<file path="src/rtl/mxn_trig_pkg.sv">
package mxn_trig_pkg;

   localparam int FOLDS = 4;

   // control register layout: behaviour depends on field positions
   typedef struct packed {
      logic       en_final;   // bit 7
      logic       en_y;       // bit 6
      logic       en_x;       // bit 5
      logic [2:0] n_m1;       // bits 4:2
      logic [1:0] m_m1;       // bits 1:0
   } ctrl_t;

   localparam ctrl_t CTRL_RST = '{en_final: 1'b1, en_y: 1'b1, en_x: 1'b1,
                                  n_m1: 3'd3, m_m1: 2'd1};

   localparam logic [3:0] A_CTRL  = 4'd0;
   localparam logic [3:0] A_XEN   = 4'd1;
   localparam logic [3:0] A_YEN   = 4'd2;
   localparam logic [3:0] A_CMD   = 4'd3;
   localparam logic [3:0] A_CNTX  = 4'd4;
   localparam logic [3:0] A_CNTY  = 4'd5;
   localparam logic [3:0] A_CNTF  = 4'd6;
   localparam logic [3:0] A_SNAP  = 4'd8;

endpackage

</file>
<file path="src/rtl/fold_run_detect.sv">
module fold_run_detect
   import mxn_trig_pkg::*;
#(
   parameter int PLANES = 14
) (
   input  logic                      clk,
   input  logic                      rst_n,
   input  logic [FOLDS*PLANES-1:0]   folds_i,
   input  logic [PLANES-1:0]         plane_en_i,
   input  logic [1:0]                m_m1_i,
   input  logic [2:0]                n_m1_i,
   output logic                      hit_o
);

   localparam int RUN_W = 4;

   logic [PLANES-1:0] sel;
   logic [RUN_W-1:0]  run;

   generate
      for (genvar p = 0; p < PLANES; p++) begin : g_plane
         logic [FOLDS-1:0] pf;
         assign pf     = folds_i[FOLDS*p +: FOLDS];
         assign sel[p] = pf[m_m1_i] & plane_en_i[p];
      end
   endgenerate

   // length of the adjacent run ending at each plane; no wrap-around
   always_comb begin
      run   = '0;
      hit_o = 1'b0;
      for (int p = 0; p < PLANES; p++) begin
         if (sel[p])
            run = (run == {RUN_W{1'b1}}) ? run : run + 1'b1;
         else
            run = '0;
         if (run > {1'b0, n_m1_i})
            hit_o = 1'b1;
      end
   end

   // a hit needs at least N selected planes
   a_r2_hit_needs_n: assert property (@(posedge clk) disable iff (!rst_n)
      hit_o |-> ($countones(sel) > int'(n_m1_i)));

endmodule

</file>
<file path="src/rtl/sat_scaler.sv">
module sat_scaler #(
   parameter int W = 24
) (
   input  logic         clk,
   input  logic         rst_n,
   input  logic         clr_i,
   input  logic         inc_i,
   output logic [W-1:0] cnt_o
);

   localparam logic [W-1:0] TOP = {W{1'b1}};

   always_ff @(posedge clk or negedge rst_n) begin
      if (!rst_n)
         cnt_o <= '0;
      else if (clr_i)
         cnt_o <= '0;
      else if (inc_i && cnt_o != TOP)
         cnt_o <= cnt_o + 1'b1;
   end

   a_r7_saturate: assert property (@(posedge clk) disable iff (!rst_n)
      (cnt_o == TOP && !clr_i) |=> (cnt_o == TOP));

   a_r8_clear_wins: assert property (@(posedge clk) disable iff (!rst_n)
      clr_i |=> (cnt_o == '0));

endmodule

</file>
<file path="src/rtl/mxn_final_trigger.sv">
module mxn_final_trigger
   import mxn_trig_pkg::*;
#(
   parameter int PLANES = 14,
   parameter int DW     = 32,
   parameter int AW     = 4,
   parameter int CNT_W  = 24
) (
   input  logic                     clk,
   input  logic                     rst_n,
   input  logic [FOLDS*PLANES-1:0]  x_fold_i,
   input  logic [FOLDS*PLANES-1:0]  y_fold_i,
   input  logic                     bus_wr_i,
   input  logic [AW-1:0]            bus_addr_i,
   input  logic [DW-1:0]            bus_wdata_i,
   output logic [DW-1:0]            bus_rdata_o,
   output logic                     x_trig_o,
   output logic                     y_trig_o,
   output logic                     final_trig_o,
   output logic                     irq_o
);

   localparam int VIEW_BITS  = FOLDS * PLANES;
   localparam int RAW_BITS   = 2 * VIEW_BITS;
   localparam int SNAP_WORDS = (RAW_BITS + DW - 1) / DW;
   localparam int SNAP_BITS  = SNAP_WORDS * DW;
   localparam int N_SCALERS  = 3;

   generate
      if (PLANES < 2 || PLANES > DW) begin : g_bad_planes
         $error("PLANES must lie in 2..DW");
      end
      if (DW < 8 || CNT_W > DW || CNT_W < 1) begin : g_bad_widths
         $error("DW must be >= 8 and CNT_W in 1..DW");
      end
      if (AW < 4 || (int'(A_SNAP) + SNAP_WORDS) > (1 << AW)) begin : g_bad_map
         $error("address space too small for the snapshot words");
      end
   endgenerate

   ctrl_t                  ctrl_q;
   logic [PLANES-1:0]      xen_q, yen_q;
   logic                   irq_q;
   logic [SNAP_BITS-1:0]   snap_q, snap_in;
   logic                   prev_x_q, prev_y_q;
   logic                   cmd_wr, clr_irq, clr_cnt, accept;

   logic [VIEW_BITS-1:0]   view_fold [2];
   logic [PLANES-1:0]      view_en   [2];
   logic [1:0]             view_hit;
   logic [N_SCALERS-1:0]   sc_inc;
   logic [CNT_W-1:0]       sc_cnt    [N_SCALERS];

   assign view_fold[0] = x_fold_i;
   assign view_fold[1] = y_fold_i;
   assign view_en[0]   = xen_q;
   assign view_en[1]   = yen_q;

   generate
      for (genvar v = 0; v < 2; v++) begin : g_view
         fold_run_detect #(.PLANES(PLANES)) u_det (
            .clk        (clk),
            .rst_n      (rst_n),
            .folds_i    (view_fold[v]),
            .plane_en_i (view_en[v]),
            .m_m1_i     (ctrl_q.m_m1),
            .n_m1_i     (ctrl_q.n_m1),
            .hit_o      (view_hit[v])
         );
      end
   endgenerate

   assign x_trig_o     = view_hit[0] & ctrl_q.en_x;
   assign y_trig_o     = view_hit[1] & ctrl_q.en_y;
   assign final_trig_o = (x_trig_o | y_trig_o) & ctrl_q.en_final;

   assign cmd_wr  = bus_wr_i && (bus_addr_i == AW'(A_CMD));
   assign clr_irq = cmd_wr & bus_wdata_i[0];
   assign clr_cnt = cmd_wr & bus_wdata_i[1];
   assign accept  = final_trig_o & ~irq_q;
   assign irq_o   = irq_q;

   always_comb begin
      snap_in               = '0;
      snap_in[RAW_BITS-1:0] = {y_fold_i, x_fold_i};
   end

   // configuration registers
   always_ff @(posedge clk or negedge rst_n) begin
      if (!rst_n) begin
         ctrl_q <= CTRL_RST;
         xen_q  <= '1;
         yen_q  <= '1;
      end else if (bus_wr_i) begin
         if (bus_addr_i == AW'(A_CTRL)) ctrl_q <= ctrl_t'(bus_wdata_i[7:0]);
         if (bus_addr_i == AW'(A_XEN))  xen_q  <= bus_wdata_i[PLANES-1:0];
         if (bus_addr_i == AW'(A_YEN))  yen_q  <= bus_wdata_i[PLANES-1:0];
      end
   end

   // interrupt, snapshot and edge history
   always_ff @(posedge clk or negedge rst_n) begin
      if (!rst_n) begin
         irq_q    <= 1'b0;
         snap_q   <= '0;
         prev_x_q <= 1'b0;
         prev_y_q <= 1'b0;
      end else begin
         prev_x_q <= x_trig_o;
         prev_y_q <= y_trig_o;
         if (accept) begin
            irq_q  <= 1'b1;
            snap_q <= snap_in;
         end else if (clr_irq) begin
            irq_q  <= 1'b0;
         end
      end
   end

   assign sc_inc[0] = x_trig_o & ~prev_x_q;
   assign sc_inc[1] = y_trig_o & ~prev_y_q;
   assign sc_inc[2] = accept;

   generate
      for (genvar s = 0; s < N_SCALERS; s++) begin : g_scaler
         sat_scaler #(.W(CNT_W)) u_sc (
            .clk   (clk),
            .rst_n (rst_n),
            .clr_i (clr_cnt),
            .inc_i (sc_inc[s]),
            .cnt_o (sc_cnt[s])
         );
      end
   endgenerate

   always_comb begin
      bus_rdata_o = '0;
      unique case (bus_addr_i)
         AW'(A_CTRL): bus_rdata_o[7:0]        = ctrl_q;
         AW'(A_XEN):  bus_rdata_o[PLANES-1:0] = xen_q;
         AW'(A_YEN):  bus_rdata_o[PLANES-1:0] = yen_q;
         AW'(A_CMD):  bus_rdata_o[0]          = irq_q;
         AW'(A_CNTX): bus_rdata_o[CNT_W-1:0]  = sc_cnt[0];
         AW'(A_CNTY): bus_rdata_o[CNT_W-1:0]  = sc_cnt[1];
         AW'(A_CNTF): bus_rdata_o[CNT_W-1:0]  = sc_cnt[2];
         default: begin
            for (int w = 0; w < SNAP_WORDS; w++)
               if (bus_addr_i == AW'(int'(A_SNAP) + w))
                  bus_rdata_o = snap_q[w*DW +: DW];
         end
      endcase
   end

   a_r5_accept_sets: assert property (@(posedge clk) disable iff (!rst_n)
      (final_trig_o && !irq_o) |=> irq_o);

   a_r5_irq_holds: assert property (@(posedge clk) disable iff (!rst_n)
      (irq_o && !clr_irq) |=> irq_o);

   a_r6_snap_holds: assert property (@(posedge clk) disable iff (!rst_n)
      irq_o |=> $stable(snap_q));

   a_r4_final_gated: assert property (@(posedge clk) disable iff (!rst_n)
      final_trig_o |-> (x_trig_o || y_trig_o));

endmodule

</file>
<file path="config.mk">
export PLATFORM = sky130hd
export DESIGN_NAME = mxn_final_trigger
export DESIGN_NICKNAME = d
export VERILOG_FILES = /design/src/rtl/mxn_trig_pkg.sv /design/src/rtl/fold_run_detect.sv /design/src/rtl/sat_scaler.sv /design/src/rtl/mxn_final_trigger.sv
export SDC_FILE = /design/constraint.sdc
export NUM_CORES = 1
export LEC_CHECK = 0
export ABC_AREA = 1
export CAP_MARGIN = 15
export CORE_MARGIN = 1
export CORE_UTILIZATION = 45
export CTS_CLUSTER_DIAMETER = 50
export DETAILED_ROUTE_END_ITERATION = 7
export DONT_BUFFER_PORTS = 1
export SYNTH_ARGS = -nofsm -noshare
export SYNTH_HDL_FRONTEND = slang
export SYNTH_SLANG_ARGS = --single-unit
</file>
<file path="constraint.sdc">
create_clock -name clk -period 48.2 [get_ports clk]
set_clock_uncertainty 0.1 [all_clocks]
set_input_delay 14.46 -clock clk [delete_from_list [all_inputs] [get_ports clk]]
set_output_delay 14.46 -clock clk [all_outputs]
set_load 0.05 [all_outputs]
</file>
# Yosys cells after proc, flatten, opt, wreduce, memory -nomap -nowiden
# Index checks and enable logic that the tools add are counted.
[op_classes] n_reduce_logical=15 mux=155 eq_ne=39 magnitude_cmp=29 bitwise=40 add_sub_neg=29
[op_table] op="$mux 4" n=52
[op_table] op="$mux 24" n=6
[op_table] op="$mux 32" n=4
[op_table] op="$eq 4x4->1 const B" n=28
[op_table] op="$gt 4x3->1" n=26
[op_table] op="$add 4x1->4 const B" n=24
[op_table] op="$add 24x1->24 const B" n=3
[op_table] op="$ne 24x24->1 const B" n=3
[op_table] op="$mux 1" n=60
[op_table] op="$bmux 1 s2" n=28
[op_table] op="$pmux 7 s7" n=1
[op_table] op="$pmux 10 s4" n=1
[op_table] op="$and 1x1->1" n=36
[op_table] op="$pmux 6 s6" n=1
[op_table] op="$eq 4x3->1 const B" n=3
[op_table] op="$eq 1x4->1 const B" n=2
[op_table] op="$eq 4x2->1 const B" n=2
[op_table] op="$mux 8" n=1
[op_table] op="$reduce_bool 2->1" n=4
[op_table] op="$pmux 1 s7" n=1
[op_table] op="$reduce_or 7->1" n=1
[op_table] op="$gt 1x3->1" n=2
[op_table] op="$reduce_and 2->1" n=3
[op_table] op="$add 1x1->2 const B" n=2
[op_table] op="8 further kinds" n=13
[word_totals] wordCells=321 out_inout_bits=36 input_bits=151 reg_bits=223

# Logic depth before layout (Yosys ltp)
# Gate-level depths: netlist of the first run.
[depth] word_depth=52 ltp_mapped=107 ltp_nobuf=105

# By module
# A second synthesis of the first run with hierarchy kept.
[unflattened] cells_unflattened=2896 area_unflattened_um2=18660.4
[modules_own_cells] mod="mxn_final_trigger" n_inst=1 cells_per_inst=1022 area_each_um2=7399.6 seq_area_each_um2=3821.2
[modules_own_cells] mod="fold_run_detect" n_inst=2 cells_per_inst=567 area_each_um2=3226.8 seq_area_each_um2=0.0
[modules_own_cells] mod="sat_scaler at g_scaler[0].u_sc ..." n_inst=2 cells_per_inst=249 area_each_um2=1602.8 seq_area_each_um2=600.6
[modules_own_cells] mod="sat_scaler at g_scaler[2].u_sc" n_inst=1 cells_per_inst=242 area_each_um2=1601.5 seq_area_each_um2=600.6

# Least setup slack after synthesis of the first run
# No wires, ideal clock.
[synth_path] path_type="input to output" startpoint="input x_fold_i[1]" endpoint="output final_trig_o" stages=97 arrival_time_ns=25.063 path_buffers=1 path_slack_ns=8.577 t_required_ns=33.640 path_cell_list="inv_1 > nand2_1 > nand3_1 > nand2_1 > nand2_1 > nand3_2 > inv_1 > ha_1 > inv_1 > nor2_1 > ha_1 > inv_1 > nor2_1 > ha_1 > nand3_1 > nor2_2 > nor2_1 > nor2_1 > [61 not listed] > inv_1 > nor2_1 > o21ai_0 > a32oi_1 > a2111oi_0 > nand3_1 > nor3_1 > nand3_1 > inv_1 > nand4_1 > nand3b_1 > inv_1 > nand2_1 > inv_1 > nand2_1 > nand2_2 > a21oi_4 > buf_2"
[synth_via] elab_chain_len=48 elab_cells_between_ends=87 cone_classes="13 x add/sub; 14 x order compare; 13 x eq/ne; 43 x mux; 4 x bitwise"
[synth_lines] item="from (decl)" line="mxn_final_trigger.sv:11" source="input logic [FOLDS*PLANES-1:0] x_fold_i,"
[synth_lines] item="$bmux 1 s2 (*)" line="fold_run_detect.sv:24" source="assign sel[p] = pf[m_m1_i] & plane_en_i[p];"
[synth_lines] item="$mux 1 (not written as such) (*)" line="fold_run_detect.sv:24"
[synth_lines] item="$and 1x1->1 (*)" line="fold_run_detect.sv:24"
[synth_lines] item="$mux 1 (*)" line="fold_run_detect.sv:33" source="if (sel[p])"
[synth_lines] item="$eq 1x4->1 / $add 1x1->2 (equally long branches)" line="fold_run_detect.sv:34" source="run = (run == {RUN_W{1'b1}}) ? run : run + 1'b1;"
[synth_lines] item="$mux 4" line="fold_run_detect.sv:34"
[synth_lines] item="$mux 4" line="fold_run_detect.sv:33"
[synth_lines] item="$add 4x1->4 / $eq 4x4->1 (equally long branches)" line="fold_run_detect.sv:34"
[synth_lines] item="[32 not listed]"
[synth_lines] item="$add 4x1->4 / $eq 4x4->1 (equally long branches)" line="fold_run_detect.sv:34"
[synth_lines] item="$mux 4" line="fold_run_detect.sv:34"
[synth_lines] item="$mux 4" line="fold_run_detect.sv:33"
[synth_lines] item="$gt 4x3->1" line="fold_run_detect.sv:37" source="if (run > {1'b0, n_m1_i})"
[synth_lines] item="$mux 1 (*)" line="fold_run_detect.sv:37"
[synth_lines] item="$and 1x1->1 (*)" line="mxn_final_trigger.sv:73" source="assign x_trig_o = view_hit[0] & ctrl_q.en_x;"
[synth_lines] item="$or 1x1->1 (*)" line="mxn_final_trigger.sv:75" source="assign final_trig_o = (x_trig_o | y_trig_o) & ctrl_q.en_final;"
[synth_lines] item="$and 1x1->1 (*)" line="mxn_final_trigger.sv:75"
[synth_lines] item="to (decl)" line="mxn_final_trigger.sv:19" source="output logic final_trig_o,"
# Mark *: on every way between the ends. The rest lies on a longest branch, timed or not. The select of a mux whose other input is x is not followed.

# Worst setup path in the final report of the first run
[layout_path] startpoint="input y_fold_i[7]" endpoint="output final_trig_o"
[layout_via] elab_chain_len=45 elab_cells_between_ends=81 cone_classes="12 x add/sub; 13 x order compare; 12 x eq/ne; 40 x mux; 4 x bitwise"
[layout_lines] item="from (decl)" line="mxn_final_trigger.sv:12" source="input logic [FOLDS*PLANES-1:0] y_fold_i,"
[layout_lines] item="$bmux 1 s2 (*)" line="fold_run_detect.sv:24"
[layout_lines] item="$mux 1 (not written as such) (*)" line="fold_run_detect.sv:24"
[layout_lines] item="$and 1x1->1 (*)" line="fold_run_detect.sv:24"
[layout_lines] item="$mux 4 (*)" line="fold_run_detect.sv:33"
[layout_lines] item="$add 4x1->4 / $eq 4x4->1 (equally long branches)" line="fold_run_detect.sv:34"
[layout_lines] item="$mux 4" line="fold_run_detect.sv:34"
[layout_lines] item="$mux 4" line="fold_run_detect.sv:33"
[layout_lines] item="$add 4x1->4 / $eq 4x4->1 (equally long branches)" line="fold_run_detect.sv:34"
[layout_lines] item="[29 not listed]"
[layout_lines] item="$add 4x1->4 / $eq 4x4->1 (equally long branches)" line="fold_run_detect.sv:34"
[layout_lines] item="$mux 4" line="fold_run_detect.sv:34"
[layout_lines] item="$mux 4" line="fold_run_detect.sv:33"
[layout_lines] item="$gt 4x3->1" line="fold_run_detect.sv:37"
[layout_lines] item="$mux 1 (*)" line="fold_run_detect.sv:37"
[layout_lines] item="$and 1x1->1 (*)" line="mxn_final_trigger.sv:74" source="assign y_trig_o = view_hit[1] & ctrl_q.en_y;"
[layout_lines] item="$or 1x1->1 (*)" line="mxn_final_trigger.sv:75"
[layout_lines] item="$and 1x1->1 (*)" line="mxn_final_trigger.sv:75"
# Marks and branches as above.

==> results.md, run 1 <==
- The flow ran to the end, and the final reports show no timing, DRC or antenna violations.
- The worst path required time is 33.64 ns.
- The total number of vias is 17600.
- On the worst path, the slowest cell contributes a delay of roughly 0.33 ns.
- After synthesis, the netlist uses between 50 and 60 different library cells.
- Clock latency on the worst-skew pair, taken at its later pin, is 0.56 ns.
- For this run, the register share of the synthesized area comes to 0.314.
- In the final layout, the share of cells above drive strength 1 is 0.0863.
- In this run the worst path has a maximum fanout of 44.
- TritonCTS built the clock tree.
- For this block, the routed nets add up to approximately 60 mm of wire.
- For this design, the slowest cell found on the critical path is sky130_fd_sc_hd__nor4_1.
- The HPWL reported at the end of detailed placement is 44.9 mm.
- The setup check on the worst reg-to-reg path leaves a slack of 32.07 ns.
- The cell at the root of the clock tree is sky130_fd_sc_hd__clkbuf_16.
- The number of routed nets with antenna violations is 0.
- The post-synthesis register bit count is 223.
- The H-tree depth reported by CTS is 1.
- The wire length of the first global-routing pass is between 90 and 100 mm.
- The detailed-routing iteration count for the pre-antenna-repair pass is 7.
- Entering global routing, the biggest net connects approximately 220 pins.
- The worst pin sits at a relative slew slack of 0.212.
- The highest clock rate is about 24 MHz.
- After clock tree synthesis, the clock-pin slew on the worst setup and hold paths is 0.06 ns.
- The most used standard cell by instance count after synthesis is sky130_fd_sc_hd__nand2_1.
- The total nets after synthesis is a little under 3000.
- From synthesis to final layout, the design area changed by 7.66%.
- The leakage power figure is about 9.4 nW.
- For this run, the post-layout net count is approximately 2900.
- The starting density of the core is 0.460.
- Summing all flip-flop and latch instances after layout gives between 0.005 and 0.006 mm².
- The least setup slack across all paths after layout is 6.03 ns.
- The number of global-route vias before repair is ~17000.
- The overall fraction of global-route tracks in use is 0.294.
- Dividing the final minimum period by the clock period gives 0.875.
- Buffers placed on the I/O ports in this run total 0.
- At the pin with the least slew margin, the transition time is about 1.2 ns.
- The utilization after layout is 0.495.
- The average cell area after synthesis is 6.75 µm².
- The flip-flop cell with the highest count after synthesis is sky130_fd_sc_hd__dfrtp_1.
- Setup repair after global routing left no endpoint under its margin.
- The power density over the cells is roughly 43 mW/mm².
- The worst setup path is launched from an input pin.
- The share of synthesized area in the top cell type comes to 0.264.
- The fraction of power spent switching nets is 0.407.
- The share of flip-flops with an asynchronous set or reset is 1.00.
- The floorplan step defined a core boundary enclosing between 0.03 and 0.04 mm².
- The total number of clock tree sinks is 223.
- The die is 201 µm tall.
- The max-cap check violation count is 0.
- The final-report max-slew violation count is 0.
- Setup violations remaining at the end of the flow were counted as 0.
- After detailed routing, the number of vias per cell comes to 5.60.
- After synthesis, the most frequently instantiated cells are sky130_fd_sc_hd__nand2_1 (686), sky130_fd_sc_hd__inv_1 (346), sky130_fd_sc_hd__nand3_1 (312).
- In this run the horizontal extent of the chip is 201 µm.
- Hold repair after CTS inserted 0 buffers.
- The portion of total power attributed to the clock network is 0.284.
- The number of synthesized flops with an enable pin is 0.
- The kind of capture point of the worst setup path is an output port.
- No sink is reached through more buffers than the 3 on the longest clock path.
- The fill cell total of the finished layout is ~4000.
- The synthesized netlist cell count is 2652.
- After detailed routing, the average wire length per cell comes to 19.2 µm.
- The setup fix buffers added after clock tree synthesis is 0.
- The number of gates resized after cts is 0.
- Data on the critical path arrives at its endpoint at 27.61 ns.
- The time the worst path needs with I/O delays and setup is 42.17 ns.
- For this run, the number of Yosys warnings is 0.
- For this run the aggregate overflow at the end of global routing stands at 0.
- The post-route setup TNS is 0 ns.
- In this run the worst hold path is classified as register to register.
- In the routed design, unresolved DRC markers number 0.
- The worst setup path is of the input pin to output port kind.
- The worst hold margin is 0.373 ns.
- The sequential power share is 0.373.
- The analysis attributes to net switching a power of roughly 0.33 mW.
- In this run, CTS created clock tree buffers numbering 29.
- In this run the count of I/O pins placed on the die edge is 187.
- IR analysis of the VDD net gives a maximum drop of approximately 0.000026 V.
- The floorplan has 72 rows.
- The part of the power in combinational logic is 0.343.
- The most used cell along the critical path is sky130_fd_sc_hd__inv_1.
- The initial antenna violation count is 7.
- The congestion estimate from routability-driven global placement came to 0.954.
- Before CTS, the worst setup slack after placement is roughly 6 ns.
- The cell area that synthesis handed to floorplanning was 0.0179 mm².
- The cell taking the most area after synthesis is sky130_fd_sc_hd__dfrtp_1.
- For this block, the initial DRC count from the detailed router was 1489.
- The floorplan die area is 0.0406 mm².
- The area occupied by multi-input gates is around 0.010 mm².
- The internal portion of the total power is 0.486 mW.
- By area the synthesized netlist is led by sky130_fd_sc_hd__dfrtp_1 (26%), sky130_fd_sc_hd__nand2_1 (14%), sky130_fd_sc_hd__nand3_1 (8.7%).
- The number of failing hold endpoints at the final stage came to 0.
## state kept, by name, summed over array words and instances (netlist names)
register and count:
prev_x_q 1, g_scaler.u_sc.cnt_o 72, snap_q 112, xen_q 14, irq_o 1, ctrl_q 8, prev_y_q 1, yen_q 14
## cell usage in the layout (no fill, tap or decap), drive strengths merged, types with 18 or more instances in the layout
master	Yosys	routed
o21ai	209	209
a221oi	18	18
dfstp	34	34
o22ai	18	18
a21oi	108	108
nand2	701	701
dfrtp	189	189
nor3	41	41
nand3	327	327
buf	47	25
xor2	50	50
ha	105	105
nor2	253	253
inv	364	367
nand4	49	49
clkbuf	53	39
## worst max-delay path: cells and delay by family
family | cells | cell delay, ns
AND/OR/NAND/NOR | 53 | 6.89
AO/OA/AOI/OAI | 7 | 1.10
buffers and inverters | 22 | 2.19
adder cells (fa/ha/maj) | 13 | 2.89
## kinds of logic after synthesis
family,share of synthesized area
buf+inv,0.107
xor+xnor,0.0279
fa+ha+maj,0.0734
simple gates,0.339
compound gates,0.138
flops,0.314
## per-stage QoR
stage | cells | cell area [µm²] | total power, mW
final | 3151 | 19300 | 0.819
after global routing | 3149 | 19300 | 0.871
after floorplan | 2652 | 17900 | 0.506
after detailed placement | 3095 | 18200 | 0.585
after CTS | 3148 | 19300 | 0.819
after global placement | 3095 | 18200 | 0.575
## cell type report
cell class / instances / share of cell area
Clock inverter: 14 / 0.0100
Inverter: 367 / 0.0717
Sequential cell: 223 / 0.292
Timing Repair Buffer: 25 / 0.00974
Tap cell: 518 / 0.0337
Clock buffer: 39 / 0.0435
Multi-Input combinational cell: 1962 / 0.539
Antenna cell: 3 / 0.000390
## power by group through the flow
stage / Clock (mW) / Sequential (mW) / Combinational (mW)
final: 0.233 / 0.305 / 0.281
after global routing: 0.243 / 0.313 / 0.316
after CTS: 0.235 / 0.304 / 0.280
after detailed placement: 0 / 0.306 / 0.279
after global placement: 0 / 0.304 / 0.271
after floorplan: 0 / 0.290 / 0.216
## worst paths after layout
path | from | endpoint | depth (start not counted)
worst max register to register | ctrl_q[0] | snap_q[6] | 98
max in group asynchronous | rst_n | yen_q[3] | 0
worst max-delay path | y_fold_i[7] | final_trig_o | 95
min in group asynchronous | rst_n | snap_q[22] | 0
worst min-delay path | snap_q[83] | snap_q[83] | 2
worst min register to register | snap_q[83] | snap_q[83] | 2
## metal layers
layer | vias to the layer above | part of all wire | wire (µm) | GRT usage
met5 | - | 0.00070 | 42 | 0
met1 | 8371 | 0.44 | 26900 | 0.399
li1 | 8644 | - | - | -
met2 | 523 | 0.46 | 27500 | 0.472
met4 | 6 | 0.032 | 1940 | 0.0985
met3 | 93 | 0.067 | 4050 | 0.0533
No activity file was read; power rests on OpenSTA's default activity.
==> inputs of run 2 (changes only) <==
Settings changed: ABC_AREA 1 to default.
==> run 2 against run 1 <==
  * Non-clock buffer count is 4 lower
  * Maximum frequency is 8.8% lower
  * Largest cell class unchanged
  * Worst setup slack worse by 4.1 ns
  * Sequential power hardly changed
  * Final area is 1.4% lower
==> results.md, run 2 <==
- The number of failing hold endpoints at the final stage is 0.
- The most used flip-flop cell after synthesis is sky130_fd_sc_hd__dfrtp_1.
- The tightest hold path in the finished design has a slack of 0.384 ns.
- Counting cells, the worst reg-to-reg path comes to 78.
- In this run the standard cell core region covers about 0.039 mm².
- The total nets after synthesis is 2121.
- Across every metal layer, demand over resource in global routing totals 0.275.
- The least setup slack across all paths after layout is 1.96 ns.
- The leakage power figure is 8.06 nW.
- The detailed-routing iteration count for the pre-antenna-repair pass is 6.
- In the final layout, the registers with the most flip-flops are snap_q x112, g_scaler.u_sc.cnt_o x72.
- The fill cell total of the finished layout is 3667.
- For met3 alone, demand over resource in global routing was 0.0544.
- The I/O pin count is roughly 190.
- The post-synthesis register bit count is between 200 and 250.
- The initial utilization of the core area, before any placement, comes to 0.458.
- After clock tree synthesis, the clock-pin slew on the worst setup and hold paths is 0.06 ns.
- The time the worst path needs with I/O delays and setup is 46.24 ns.
- The count of unique library cells instantiated by Yosys is 116.
- Of all flip-flops after synthesis, the portion carrying an async set or reset was 1.00.
- The slew of the pin with the lowest slew margin is ~1.2 ns.
- Across the VDD grid, the largest voltage drop is 0.0000326 V.
- The congestion estimate from routability-driven global placement came to just over 0.9.
- Summing internal, switching and leakage power gives 0.804 mW.
- In this run the post-CTS setup repair buffer count came out at 0.
- The row count is 72.
- The placed instance area is about 0.018 mm².
- The global-route congestion overflow total is 0.
- The flip-flop count of the largest register after layout is 112.
- The worst path required time is 33.64 ns.
- The floorplan die width is around 200 µm.
- The wire-length estimate of the detail-placed layout is 41.9 mm.
- Derived from the worst setup path, the maximum achievable clock frequency is about 22 MHz.
- After detailed routing, the total wire length is 55.8 mm.
- The floorplan die area is 0.0402 mm².
- The run finished with clean final reports.
- After synthesis, the share of cell area in mux cells is 0.190.
- The register ranked first by flip-flop count is snap_q.
- The library cell used most frequently in the layout, excluding fill and tap cells, is sky130_fd_sc_hd__dfrtp_1.
- The initial antenna violation count is 2.
- Using the TritonRoute via totals, the vias-per-cell ratio works out to 6.31.
- The largest family of logic cells by synthesized area is compound AO/OA/AOI/OAI gates.
- The number of antenna repair diodes is 0.
- The area occupied by multi-input gates is 0.0113 mm².
- The total of buffers placed on input and output ports is 0.
- For this run, design rule violations remaining after detail routing come to 0.
- The clock drives 223 sinks.
- The min-delay analysis places its worst path in the category register to register.
- The beginning of the worst register-to-register path is ctrl_q[1].
- The worst hold path endpoint is snap_q[73].
- The global routing usage on met2 is 0.439.
- Setup violations remaining at the end of the flow were counted as 0.
- The sequential share of the synthesized area is 0.317.
- At the end of the flow the core is filled with cells to 0.490.
- The number of routed nets with antenna violations is 0.
- The fraction of post-synthesis cell area in the top cell type by area is 0.266.
- Leaving out fill and tap cells, the most frequent cells in the layout are sky130_fd_sc_hd__dfrtp_1 (188), sky130_fd_sc_hd__nand2_1 (147), sky130_fd_sc_hd__nor2_1 (144), sky130_fd_sc_hd__a21oi_1 (119), sky130_fd_sc_hd__ha_1 (105).
- The quantity of hold-fixing buffers added after cts is 0.
- Once placement completed, the tool counted placed cells totaling roughly 2300.
- The net count reported at finish is 2083.
- Of the total synthesized cell area, the portion taken by AND, OR, NAND and NOR gates is 0.163.
- Of the cells placed in the final design, the portion with a size suffix greater than 1 is 0.162.
- The final-report max-slew violation count came to 0.
- The count of warnings emitted by yosys is 0.
- The most used cell along the critical path is sky130_fd_sc_hd__ha_1.
- The largest individual stage delay along the critical path comes from the cell sky130_fd_sc_hd__a41oi_1.
- The kind of critical path is input pin to output port.
- In this run the number of H-tree levels came out at 1.
- The number of global-route vias before repair came to 14600.
- TritonCTS built the clock tree.
- For this run, the slowest stage of the critical path takes 0.58 ns.
- The worst-skew pair later-pin latency is ~0.55 ns.
- The worst setup path is captured at an output port.
- The largest total area in the synthesized netlist belongs to sky130_fd_sc_hd__dfrtp_1.
- The fraction of the mapped netlist area in compound gates came to 0.192.
- OpenSTA, run right after detailed placement, puts the worst setup slack at 2.37 ns.
- In this run the critical register-to-register path is captured at snap_q[71].
- Of the total synthesized cell area, the portion taken by full adders, half adders and majority gates is 0.0740.
- The average cell area after synthesis is 9.52 µm².
- The floorplan step set the die height to 201 µm.
- The cell area after synthesis is around 0.018 mm².
- The filler-free cell count of the finished design is 2364.
- Of the available clock period, the critical path in the final layout requires 0.959.
- Entering global routing, the biggest net connects 224 pins.
- The cell at the root of the clock tree is sky130_fd_sc_hd__clkbuf_16.
- The tightest slew margin relative to the limit is 0.171.
- In this run the most critical hold path is launched from snap_q[73].
- Counting instances, the worst hold path has a depth of 1.
- The final cell area excluding filler cells is 0.0190 mm².
- After clock tree synthesis, the repair step resized 0 gates.
- Max-cap violations in this run came to 0.
- In the synthesized netlist, the number of instances is 1865.
- Counting flops with a built-in enable in the synthesized netlist gives 0.
- The wire length of the first global-routing pass is slightly below 90 mm.
- In this run the register-to-register setup slack is ~28 ns.
- For this design the ratio of total power to cell area is 42.4 mW/mm².
- The global-route met1 utilization is 0.377.
- The initial DRC count is ~1400.
- The sequential cells in the finished layout cover a total of ~0.0056 mm².
- The maximum buffer depth of the clock tree is 3.
- The layer carrying the most global-route usage is met2.
- Data arrives at the worst endpoint at 31.68 ns.
- The number of CTS-inserted buffers is 26.
- Sorting the synthesized cells by area gives the leading types as sky130_fd_sc_hd__dfrtp_1 (27%), sky130_fd_sc_hd__ha_1 (7.4%), sky130_fd_sc_hd__mux2_2 (6.0%).
- The routed layout has roughly 15000 vias.
- The share of the synthesized netlist area taken by xor and xnor gates is 0.0197.
- Of all nets on the critical path, the largest fanout is 14.
- Setup repair after global routing left no endpoint under its margin.
- In the final routed layout, each cell accounts on average for 23.6 µm.
- In the synthesized netlist, the cells that appear most often are sky130_fd_sc_hd__dfrtp_1 (189), sky130_fd_sc_hd__nand2_1 (148), sky130_fd_sc_hd__nor2_1 (144).
- In the post-synthesis netlist, the cell with the most instances is sky130_fd_sc_hd__dfrtp_1.
- The area growth from synthesis to layout is 7.00%.
- The nature of the critical path startpoint is an input pin.
- After routing, the total negative slack on setup checks comes to 0 ns.
## run 2: area by class of cell
class | instances | share of cell area
Multi-Input combinational cell | 1462 | 0.597
Clock buffer | 39 | 0.0423
Timing Repair Buffer | 21 | 0.00890
Inverter | 93 | 0.0184
Sequential cell | 223 | 0.296
Tap cell | 518 | 0.0341
Clock inverter | 8 | 0.00264
## run 2: cell families (layout without fill, tap and decap cells)
logic type / after synthesis / count (layout)
adders and majority gates: 105 / 105
buffers and inverters: 180 / 161
and+or+nand+nor: 573 / 573
xor gates and xnor gates: 40 / 40
muxes: 278 / 278
DFF: 223 / 223
AOI/OAI and AO/OA: 466 / 466
## run 2: report_power, final
group          switching, mW  internal [mW]  total (mW)
clock                 0.0819          0.115       0.197
combinational          0.172          0.131       0.303
sequential            0.0494          0.255       0.304
total                  0.304          0.501       0.804
## run 2: critical path: cells and delay by family
kind / cells / cell delay [ns]
AO/OA/AOI/OAI: 17 / 4.65
XOR/XNOR: 2 / 0.53
adder cells (fa/ha/maj): 13 / 3.90
buffers and inverters: 11 / 1.55
multiplexers: 5 / 1.49
AND/OR/NAND/NOR: 27 / 5.01
## run 2: how the worst max path moves through the flow
stage | endpoint | start | slack, ns
5_1_grt | y_trig_o | y_fold_i[3] | 0.34
3_5_place_dp | y_trig_o | y_fold_i[3] | 2.37
2_1_floorplan | y_trig_o | y_fold_i[3] | 5.30
3_3_place_gp | y_trig_o | y_fold_i[3] | 2.49
4_1_cts | y_trig_o | y_fold_i[3] | 2.22
6_report | y_trig_o | y_fold_i[3] | 1.96
## run 2: routing by layer
metal | vias up | wire (µm) | part of all wire
met3 | 76 | 3920 | 0.070
met1 | 7452 | 25000 | 0.45
met4 | 0 | 1470 | 0.026
li1 | 6940 | - | -
met2 | 456 | 25400 | 0.46
met5 | - | 0 | 0
